[src/rtl/lcd_scan_pkg.sv]
package lcd_scan_pkg;

  typedef enum logic [1:0] {
    DUTY_9  = 2'd0,
    DUTY_17 = 2'd1,
    DUTY_33 = 2'd2,
    DUTY_65 = 2'd3
  } duty_e;

  // Scanned lines per frame for each duty code.
  function automatic int unsigned duty_lines(duty_e d);
    case (d)
      DUTY_9:  return 9;
      DUTY_17: return 17;
      DUTY_33: return 33;
      default: return 65;
    endcase
  endfunction

endpackage

[src/rtl/lcd_line_div.sv]
module lcd_line_div #(
  parameter int DIV_W = 4
) (
  input  logic             clk,
  input  logic             rst,
  input  logic             run,
  input  logic [DIV_W-1:0] div_val,
  output logic             tick,
  output logic             line_clk
);

  logic [DIV_W-1:0] cnt;
  logic [DIV_W-1:0] last_val;
  logic [DIV_W-1:0] fall_val;

  assign last_val = div_val - DIV_W'(1);
  assign fall_val = (div_val >> 1) - DIV_W'(1);
  assign tick     = run && (cnt >= last_val);

  always_ff @(posedge clk) begin
    if (rst || !run) begin
      cnt      <= '0;
      line_clk <= 1'b0;
    end else if (tick) begin
      cnt      <= '0;
      line_clk <= 1'b1;
    end else begin
      cnt <= cnt + DIV_W'(1);
      if (cnt == fall_val) line_clk <= 1'b0;
    end
  end

  // after a line tick the divider restarts from zero
  p_div_restart_r2: assert property (@(posedge clk) disable iff (rst)
    tick |=> (cnt == '0));

  // the line clock is high in the cycle after a tick
  p_lclk_rise_r2: assert property (@(posedge clk) disable iff (rst)
    tick |=> line_clk);

endmodule

[src/rtl/lcd_line_ctr.sv]
module lcd_line_ctr #(
  parameter int ROW_W = 7
) (
  input  logic             clk,
  input  logic             rst,
  input  logic             tick,
  input  logic             is_master,
  input  logic             pol_in,
  input  logic [ROW_W-1:0] lines_val,
  output logic [ROW_W-1:0] line_cnt,
  output logic             frame_pol,
  output logic             frame_start
);

  logic at_last;
  assign at_last = (line_cnt >= lines_val - ROW_W'(1));

  always_ff @(posedge clk) begin
    if (rst) begin
      line_cnt    <= '0;
      frame_pol   <= 1'b0;
      frame_start <= 1'b0;
    end else begin
      frame_start <= 1'b0;
      if (tick) begin
        if (!is_master && (pol_in != frame_pol)) begin
          line_cnt    <= '0;
          frame_pol   <= pol_in;
          frame_start <= 1'b1;
        end else if (at_last) begin
          line_cnt <= '0;
          if (is_master) begin
            frame_pol   <= ~frame_pol;
            frame_start <= 1'b1;
          end
        end else begin
          line_cnt <= line_cnt + ROW_W'(1);
        end
      end
    end
  end

  // a tick on the last line returns the counter to line 0
  p_wrap_r3: assert property (@(posedge clk) disable iff (rst)
    (tick && is_master && at_last) |=> (line_cnt == '0));

  // the frame strobe only fires together with a polarity change
  p_pol_flip_r4: assert property (@(posedge clk) disable iff (rst)
    frame_start |-> (frame_pol != $past(frame_pol)));

  // the frame strobe lasts one cycle
  p_strobe_single_r4: assert property (@(posedge clk) disable iff (rst)
    frame_start |=> !frame_start);

endmodule

[src/rtl/lcd_seg_mask.sv]
module lcd_seg_mask #(
  parameter int SEG_W = 16
) (
  input  logic             clk,
  input  logic             rst,
  input  logic [SEG_W-1:0] row_bits,
  input  logic             blank,
  input  logic             all_lit,
  input  logic             invert,
  output logic [SEG_W-1:0] seg_q
);

  always_ff @(posedge clk) begin
    if (rst)          seg_q <= '0;
    else if (blank)   seg_q <= '0;
    else if (all_lit) seg_q <= '1;
    else if (invert)  seg_q <= ~row_bits;
    else              seg_q <= row_bits;
  end

  // blanking darkens every segment on the next cycle
  p_blank_dark_r7: assert property (@(posedge clk) disable iff (rst)
    blank |=> (seg_q == '0));

  // all-lit, when not blanked, lights every segment
  p_all_lit_r7: assert property (@(posedge clk) disable iff (rst)
    (!blank && all_lit) |=> (seg_q == '1));

endmodule

[src/rtl/lcd_scan_timing.sv]
module lcd_scan_timing
  import lcd_scan_pkg::*;
#(
  parameter int SEG_W    = 16,
  parameter int NUM_ROWS = 65,
  parameter int DIV_SLOW = 8,
  parameter int DIV_FAST = 4
) (
  input  logic                         clk,
  input  logic                         rst,
  input  logic                         is_master,
  input  logic [1:0]                   duty_sel,
  input  logic                         cfg_we,
  input  logic                         cfg_disp_on,
  input  logic                         cfg_reverse,
  input  logic                         cfg_all_on,
  input  logic                         start_we,
  input  logic [$clog2(NUM_ROWS)-1:0]  start_val,
  input  logic [SEG_W-1:0]             ram_row_data,
  input  logic                         line_clk_in,
  input  logic                         frame_pol_in,
  input  logic                         disp_off_in,
  output logic [$clog2(NUM_ROWS)-1:0]  ram_row_addr,
  output logic [SEG_W-1:0]             seg_out,
  output logic                         line_clk_out,
  output logic                         frame_pol_out,
  output logic                         disp_off_out,
  output logic                         frame_start
);

  localparam int ROW_W = $clog2(NUM_ROWS);
  localparam int DIV_W = $clog2(DIV_SLOW + 1);

  duty_e            duty;
  logic [DIV_W-1:0] div_val;
  logic [ROW_W-1:0] lines_val;

  assign duty      = duty_e'(duty_sel);
  assign div_val   = (duty == DUTY_65) ? DIV_W'(DIV_FAST) : DIV_W'(DIV_SLOW);
  assign lines_val = ROW_W'(duty_lines(duty));

  // Configuration and follower input registers
  logic [ROW_W-1:0] start_r;
  logic             disp_on_r, reverse_r, all_on_r;
  logic             lclk_in_d;

  always_ff @(posedge clk) begin
    if (rst) begin
      start_r   <= '0;
      disp_on_r <= 1'b0;
      reverse_r <= 1'b0;
      all_on_r  <= 1'b0;
      lclk_in_d <= 1'b0;
    end else begin
      if (start_we && (start_val <= ROW_W'(NUM_ROWS - 1))) start_r <= start_val;
      if (cfg_we) begin
        disp_on_r <= cfg_disp_on;
        reverse_r <= cfg_reverse;
        all_on_r  <= cfg_all_on;
      end
      lclk_in_d <= line_clk_in;
    end
  end

  // Line timing: local divider or edges of the source's line clock
  logic div_tick, div_lclk, line_tick;

  lcd_line_div #(.DIV_W(DIV_W)) u_div (
    .clk      (clk),
    .rst      (rst),
    .run      (is_master),
    .div_val  (div_val),
    .tick     (div_tick),
    .line_clk (div_lclk)
  );

  assign line_tick = is_master ? div_tick : (line_clk_in && !lclk_in_d);

  logic [ROW_W-1:0] line_cnt;
  logic             frame_pol;

  lcd_line_ctr #(.ROW_W(ROW_W)) u_ctr (
    .clk         (clk),
    .rst         (rst),
    .tick        (line_tick),
    .is_master   (is_master),
    .pol_in      (frame_pol_in),
    .lines_val   (lines_val),
    .line_cnt    (line_cnt),
    .frame_pol   (frame_pol),
    .frame_start (frame_start)
  );

  // Row address: offset plus line, folded once into 0..NUM_ROWS-1
  logic [ROW_W:0] row_sum;
  assign row_sum      = {1'b0, start_r} + {1'b0, line_cnt};
  assign ram_row_addr = (row_sum >= (ROW_W+1)'(NUM_ROWS))
                        ? ROW_W'(row_sum - (ROW_W+1)'(NUM_ROWS))
                        : row_sum[ROW_W-1:0];

  // Segment pattern
  logic blank_eff;
  assign blank_eff = is_master ? !disp_on_r : disp_off_in;

  lcd_seg_mask #(.SEG_W(SEG_W)) u_seg (
    .clk      (clk),
    .rst      (rst),
    .row_bits (ram_row_data),
    .blank    (blank_eff),
    .all_lit  (all_on_r),
    .invert   (reverse_r),
    .seg_q    (seg_out)
  );

  assign line_clk_out  = is_master && div_lclk;
  assign frame_pol_out = is_master && frame_pol;
  assign disp_off_out  = is_master && !disp_on_r;

  // the row address never leaves the RAM
  p_row_range_r5: assert property (@(posedge clk) disable iff (rst)
    ram_row_addr < ROW_W'(NUM_ROWS));

  // an out-of-range offset write leaves the offset unchanged
  p_start_hold_r5: assert property (@(posedge clk) disable iff (rst)
    (start_we && (start_val > ROW_W'(NUM_ROWS - 1))) |=> $stable(start_r));

endmodule

[config.mk]
export PLATFORM = sky130hd
export DESIGN_NAME = lcd_scan_timing
export DESIGN_NICKNAME = d
export VERILOG_FILES = /design/src/rtl/lcd_scan_pkg.sv /design/src/rtl/lcd_line_div.sv /design/src/rtl/lcd_line_ctr.sv /design/src/rtl/lcd_seg_mask.sv /design/src/rtl/lcd_scan_timing.sv
export SDC_FILE = /design/constraint.sdc
export NUM_CORES = 1
export LEC_CHECK = 0
export ABC_AREA = 1
export BUFFER_PORTS_ARGS = -buffer_cell sky130_fd_sc_hd__buf_4
export CORE_UTILIZATION = 40
export CTS_CLUSTER_DIAMETER = 40
export DETAILED_ROUTE_END_ITERATION = 16
export PLACE_DENSITY_LB_ADDON = 0.1
export SYNTH_ARGS = -nofsm -noshare
export SYNTH_HDL_FRONTEND = slang
export SYNTH_HIERARCHICAL = 1
export SYNTH_SLANG_ARGS = --single-unit
[constraint.sdc]
create_clock -name clk -period 4.9 [get_ports clk]
set_clock_uncertainty 0.05 [all_clocks]
set_input_delay 0.98 -clock clk [delete_from_list [all_inputs] [get_ports clk]]
set_output_delay 0.98 -clock clk [all_outputs]
set_load 0.01 [all_outputs]
==> impl_results.md, run 1 <==
- Status: completed
- PortBufs: just over 60
- DRC Markers: 0
- DR vias: 2822
- RSZ-0062 raised after global routing: false
- Number of synthesized flops with an enable pin: 0
- Layout cells sized above 1: 22.06%
- Met3 Use GR: 4.714%
- Post-synth cell types: 35
- Place WS: 1.206 ns
- # rows: 31
- Hpwl dp: 5.197 mm
- Avg WL per Cell: 9.855 µm
- TritonCTS clock tree: yes
- Final Net Count: 606
- Initial Util: 42.43%
- Highest Clock Rate: 0.2695 GHz
- DRT Pass-1 Iters: 4
- Critical path's top delay family: adder cells
- Tmin final: 3.711 ns
- Setup Fix Bufs, Post-CTS: 0
- I/O pin count: 63
- YS warnings: 6
- Setup TNS: 0 ns
- Layout area overhead: 20.38%
- Area contributors post-synth: dfxtp_1 26%, nand2_1 15%, inv_1 11%
- First-pass GRT wire length: ~11 mm
- Synth Register Bits: between 40 and 50
- Critical path buffer and inverter count: 2
- Layer with the highest usage: met2
- Worst Path Arrival: 2.68 ns
- Data required, critical path: 3.87 ns
- Most frequent cells in the layout: 124 x nand2_1, 94 x inv_1, 62 x buf_4, 42 x nor2_1, 41 x dfxtp_1
- CP Cell Sequence: ha_1, fa_1, inv_1, ha_1, nand2_1, nor2_2, nand3_2, nand2_4, nand3_4, nand2_1, nand2_1, buf_4
- Critical Path Stages: 12
- Setup CP Type: flop to output port
- Worst-margin pin slew: 0.8166 ns
- Max_cap viols: 0
- Slowest cell delay on critical path: 0.49 ns
- Predominant post-synthesis flop cell: dfxtp_1
- Final antenna-violating net count: 0
- Global Route met2 Usage: about 30%
- Clk buf depth: 2
- Crit path top cell by count: nand2_1
- Routed WL: 6.337 mm
- PD cells: between 200 and 250 nW/µm²
- Cell count after synthesis: 472
- Sequential share of the synthesized area: 26.11%
- Die height: about 91 µm
- Post-CTS sizing: 0
- Via density: 4.389
- Largest net degree at the start of global routing: 19
- CTS Root Buffer Type: clkbuf_8
- Fin crit share: 75.72%
- Rel. slew slack: 45.09%
- Synth Area per Inst: 6.659 µm²
- CP endpoint kind: output port
- Fin worst setup slack: 1.189 ns
- Final setup vio count: 0
- # clock sinks: 41
- Post-synthesis cell area: 3143 µm²
- Met1 Resource Use GR: 19.69%
- Most common cell after layout, fill and taps aside: nand2_1
- Post-synth top area cell: dfxtp_1
- Final Hold Fails: 0
- Top cell type's share of synthesized area: about a quarter
- Antenna violations before repair: 0
- Slowest library cell on the worst path: fa_1
- Filler cells: 782
- Fin. max-slew vios: 0
- WHS: 0.4060 ns
- GRT Overall Usage: around 17%
- FF+latch area: 820.8 µm²
- Die Span X: 90.64 µm
- 1st-iter DRT viols: 57
- Vias in the first global route: 2678
- Startpoint Class: flop
- Full die area: 8216 µm²
- CORE AREA: 7408 µm²
- Routability cong.: 0.8137
- Power, Total: 0.7972 mW
- Area occupied by multi-input gates: between 1500 and 2000 µm²
- Ant. Diodes: 0
- H-tree depth: 2
- Utilization after layout: 51.07%
- Hold depth: 2
- Clock Latency Late Sink: 0.29 ns
- Maximum vdd drop: 0.0001565 V
- R2R depth: 14
- Hold Buf Count CTS: 0
- Total gr overflow: 0
- Asr flop ratio synth: 0%
- Clock slew seen by the registers of the worst setup and hold paths: 0.08 ns
- Hold crit path type: flop to flop
- Critical path peak fanout: 7
- CTS buffer count: 5
- Lkg Pwr: 2.164 nW
## kinds of logic after synthesis
family / share of synthesized area [%]
adder cells (fa/ha/maj): 10.99
multiplexers: 0.3185
other: 0.2389
AO/OA/AOI/OAI: 5.892
AND/OR/NAND/NOR: 37.02
flip-flops: 26.11
buffers and inverters: 14.17
XOR/XNOR: 5.255
## synth_stat cells, types with 5 or more instances
cell type and number:
nand2_1 124, inv_1 94, nor2_1 42, dfxtp_1 41
ha_1 26, nand3_1 18, a21oi_1 17, nand2_2 16
nand3_2 15, o21ai_0 11, xnor2_1 11, nand4_1 9
nor2_2 7, xor2_1 6, nor3_1 5
## metrics by stage
stage / instance area, µm² / instances
3_3_place_gp: 3697 / 635
6_report: 3784 / 643
4_1_cts: 3784 / 643
5_1_grt: 3784 / 643
3_5_place_dp: 3697 / 635
2_1_floorplan: 3173 / 480
## worst paths after layout
kind	start	end	slack, ns
worst max-delay path	u_ctr/line_cnt[0]	ram_row_addr[3]	1.19
worst max register to register	u_div/cnt[0]	u_ctr/line_cnt[6]	2.66
worst min register to register	start_r[3]	start_r[3]	0.41
worst min-delay path	start_r[3]	start_r[3]	0.41
## state kept, by name (all words and copies together) (netlist names)
name	flops
all_on_r	1
disp_on_r	1
lclk_in_d	1
reverse_r	1
start_r	7
u_ctr/frame_pol	1
u_ctr/frame_start	1
u_ctr/line_cnt	7
u_div/cnt	4
u_div/line_clk	1
u_seg/seg_q	16
## layout make-up
cell class	instances	area share (%)
Clock inverter	3	0.4630
Timing Repair Buffer	62	12.30
Sequential cell	41	21.69
Clock buffer	5	1.819
Inverter	100	10.05
Multi-Input combinational cell	333	50.40
Tap cell	99	3.274
## layer usage
metal / share of wire, % / vias to the layer above
li1: - / 1574
met1: 46 / 1199
met2: 47 / 43
met3: 5.9 / 6
met4: 1.0 / 0
met5: 0 / -
## worst reg2reg max path: stages, from the launching register on
cell	delay (ns)
dfxtp_1	0.40
inv_1	0.08
ha_1	0.28
nand3_1	0.07
and3_4	0.17
or2_1	0.20
inv_1	0.05
nand2_1	0.04
o31ai_1	0.20
inv_2	0.12
nor2_1	0.13
nand2_1	0.08
nor2_2	0.10
xnor2_1	0.13
nor2_2	0.04
## where the power goes
| part | total, mW | internal (mW) | switching, mW |
|---|---|---|---|
| Sequential | 0.363 | 0.350 | 0.0129 |
| Combinational | 0.220 | 0.101 | 0.120 |
| Clock | 0.213 | 0.0983 | 0.115 |
Note: power is estimated with default switching activity, not from simulation.
==> run 2: changes to the inputs <==
==> constraint.sdc (replaced) <==
create_clock -name clk -period 3.26 [get_ports clk]
set_clock_uncertainty 0.05 [all_clocks]
set_input_delay 0.652 -clock clk [delete_from_list [all_inputs] [get_ports clk]]
set_output_delay 0.652 -clock clk [all_outputs]
set_load 0.01 [all_outputs]
==> run 2 against run 1 <==
Against the previous run: critical path depth stayed put; power up 58%; global-route usage up 0.28 points; highest routed layer unchanged; largest power group unchanged.
==> impl_results.md, run 2 (synthesized netlist as in run 1, its figures left out) <==
- Hold crit path type: flop to flop
- GRT Overall Usage: 16.86% (+0.28 points)
- Biggest regs: u_seg/seg_q: 16 flops, start_r: 7 flops, u_ctr/line_cnt: 7 flops
- Worst-margin pin slew: 0.7029 ns (-0.1137 ns)
- I/O pin count: 63 (unchanged)
- First-pass GRT wire length: 11.54 mm (+1.3%)
- # clock sinks: 41 (unchanged)
- Ant. Diodes: 0 (unchanged)
- Layout Cells excl Fill: 649 (+0.93%)
- Fin crit share: 94.05%
- Switching Fraction: 29.83% (-1.2 points)
- PortBufs: 62 (unchanged)
- Rel. slew slack: 53.07% (+8.0 points)
- Critical path peak fanout: 7 (unchanged)
- Die Span X: 90.64 µm (unchanged)
- Setup TNS: 0 ns (unchanged)
- Hold depth: 2 (unchanged)
- CORE AREA: 7408 µm² (unchanged)
- Clk buf depth: 2 (unchanged)
- Die height: 90.64 µm (unchanged)
- Placed cells: 637 (+0.31%)
- CP endpoint kind: output port
- Seq pwr share: 43.6% (-2.0 points)
- Internal power: 0.8813 mW (+60%)
- Post-route cell area: 3900 µm² (+3.1%)
- Data required, critical path: 2.56 ns (-1.31 ns)
- DRT Pass-1 Iters: 4 (unchanged)
- Vias in the first global route: 2742 (+2.4%)
- Largest register by flop count: u_seg/seg_q
- NetSw: 0.3746 mW (+51%)
- Placed cell areas: 3712 µm² (+0.41%)
- Avg WL per Cell: 10.24 µm (+3.9%)
- Final antenna-violating net count: 0 (unchanged)
- DRC Markers: 0 (unchanged)
- Max_cap viols: 0 (unchanged)
- Setup CP Type: flop to output port
- Fin. max-slew vios: 0 (unchanged)
- Most frequent cells in the layout: 123 x nand2_1, 93 x inv_1, 68 x buf_4, 42 x nor2_1, 37 x dfxtp_1
- Layout area overhead: 24.08%
- Fin worst setup slack: 0.1940 ns (-0.9955 ns)
- Routability cong.: 0.8247 (+1.4%)
- Power, Total: 1.256 mW (+58%)
- Hpwl dp: 5.317 mm (+2.3%)
- Status: completed
- Clock Latency Late Sink: 0.29 ns (about the same)
- CTS buffer count: 5 (unchanged)
- Place WS: 0.009918 ns (-1.196 ns)
- Filler cells: 772 (-1.3%)
- Max reg flops: 16 (unchanged)
- H-tree depth: 2 (unchanged)
- Clk pwr share: 28.5% (+1.7 points)
- 1st-iter DRT viols: 95 (+67%)
- Largest net degree at the start of global routing: 19 (unchanged)
- Via density: 4.498 (+2.5%)
- Total gr overflow: 0 (unchanged)
- Initial Util: 42.43% (unchanged)
- CTS Root Buffer Type: clkbuf_8
- DR vias: 2919 (+3.4%)
- Lkg Pwr: 2.205 nW (+1.9%)
- Final Net Count: 612 (+0.99%)
- Routed WL: 6.644 mm (+4.8%)
- Highest Clock Rate: 0.3262 GHz
- Combinational share of power: 27.9% (+0.2 points)
- Final Hold Fails: 0 (unchanged)
- TritonCTS clock tree: yes
- Full die area: 8216 µm² (unchanged)
- PD cells: 322.0 nW/µm² (+53%)
- Worst Path Arrival: 2.36 ns (-0.32 ns)
- Final setup vio count: 0 (unchanged)
- # rows: 31 (unchanged)
- Most common cell after layout, fill and taps aside: nand2_1
- Layout cells sized above 1: 24.73% (+2.7 points)
- Clock slew seen by the registers of the worst setup and hold paths: 0.07 ns (about the same)
- Tmin final: between 3 and 4 ns
- R2R depth: 15 (+1)
- RSZ-0062 raised after global routing: false
- Startpoint Class: flop
- Maximum vdd drop: 0.0001985 V (+27%)
- Antenna violations before repair: 0 (unchanged)
## run 2: path summary, 6_finish.rpt
kind,startpoint,end,slack (ns)
max,u_ctr/line_cnt[0],ram_row_addr[3],0.19
min,u_div/line_clk,u_div/line_clk,0.41
max reg2reg,u_div/cnt[3],u_ctr/line_cnt[5],1.10
min reg2reg,u_div/line_clk,u_div/line_clk,0.41
## run 2: routing by layer
layer | vias to the layer above | GRT usage [%] | wire length [µm]
met5 | - | 0 | 0
met1 | 1284 | 19.12 | 2922
met4 | 0 | 3.629 | 55
met3 | 6 | 4.714 | 377
met2 | 40 | 31.06 | 3289
li1 | 1589 | - | -
## run 2: what timing repair did
action,4_1_cts,5_1_grt
setup endpoints to repair,7,8
gates resized for setup,3,12
pin swaps,0,3
setup buffers,0,4
hold buffers,0,0
hold endpoints to repair,0,0
## run 2: power by group through the flow
| stage | clock [mW] | sequential [mW] | combinational, mW |
|---|---|---|---|
| final | 0.358 | 0.548 | 0.350 |
| after global routing | 0.398 | 0.552 | 0.400 |
| after floorplan | 0 | 0.557 | 0.231 |
| after detailed placement | 0 | 0.559 | 0.335 |
| after global placement | 0 | 0.559 | 0.330 |
| after CTS | 0.380 | 0.549 | 0.339 |
## run 2: through the flow
stage	util, %	hold slack, ns
finish	52.64	0.4093
global route	52.64	0.4309
CTS	51.66	0.4138
detailed placement	50.11	0.3959
global placement	50.11	0.3935
floorplan	-	0.3775
## run 2: worst max-delay path: stages, from the launching register on
cell     delay [ns]
dfxtp_4        0.38
ha_4           0.15
fa_2           0.46
inv_2          0.08
ha_2           0.19
nand2_2        0.07
nor2_4         0.12
nand3_4        0.10
nand2_4        0.13
nand3_4        0.12
nand2_1        0.08
nand2_1        0.05
buf_4          0.13
## run 2: final cells by class
type                            instances  area, µm²  share of cell area [%]
Inverter                              100      380.4                   9.753
Tap cell                               99      123.9                   3.176
Clock inverter                          1      5.005                  0.1283
Clock buffer                            7      96.34                   2.470
Multi-Input combinational cell        333       1956                   50.14
Sequential cell                        41      828.3                   21.24
Timing Repair Buffer                   68      510.5                   13.09
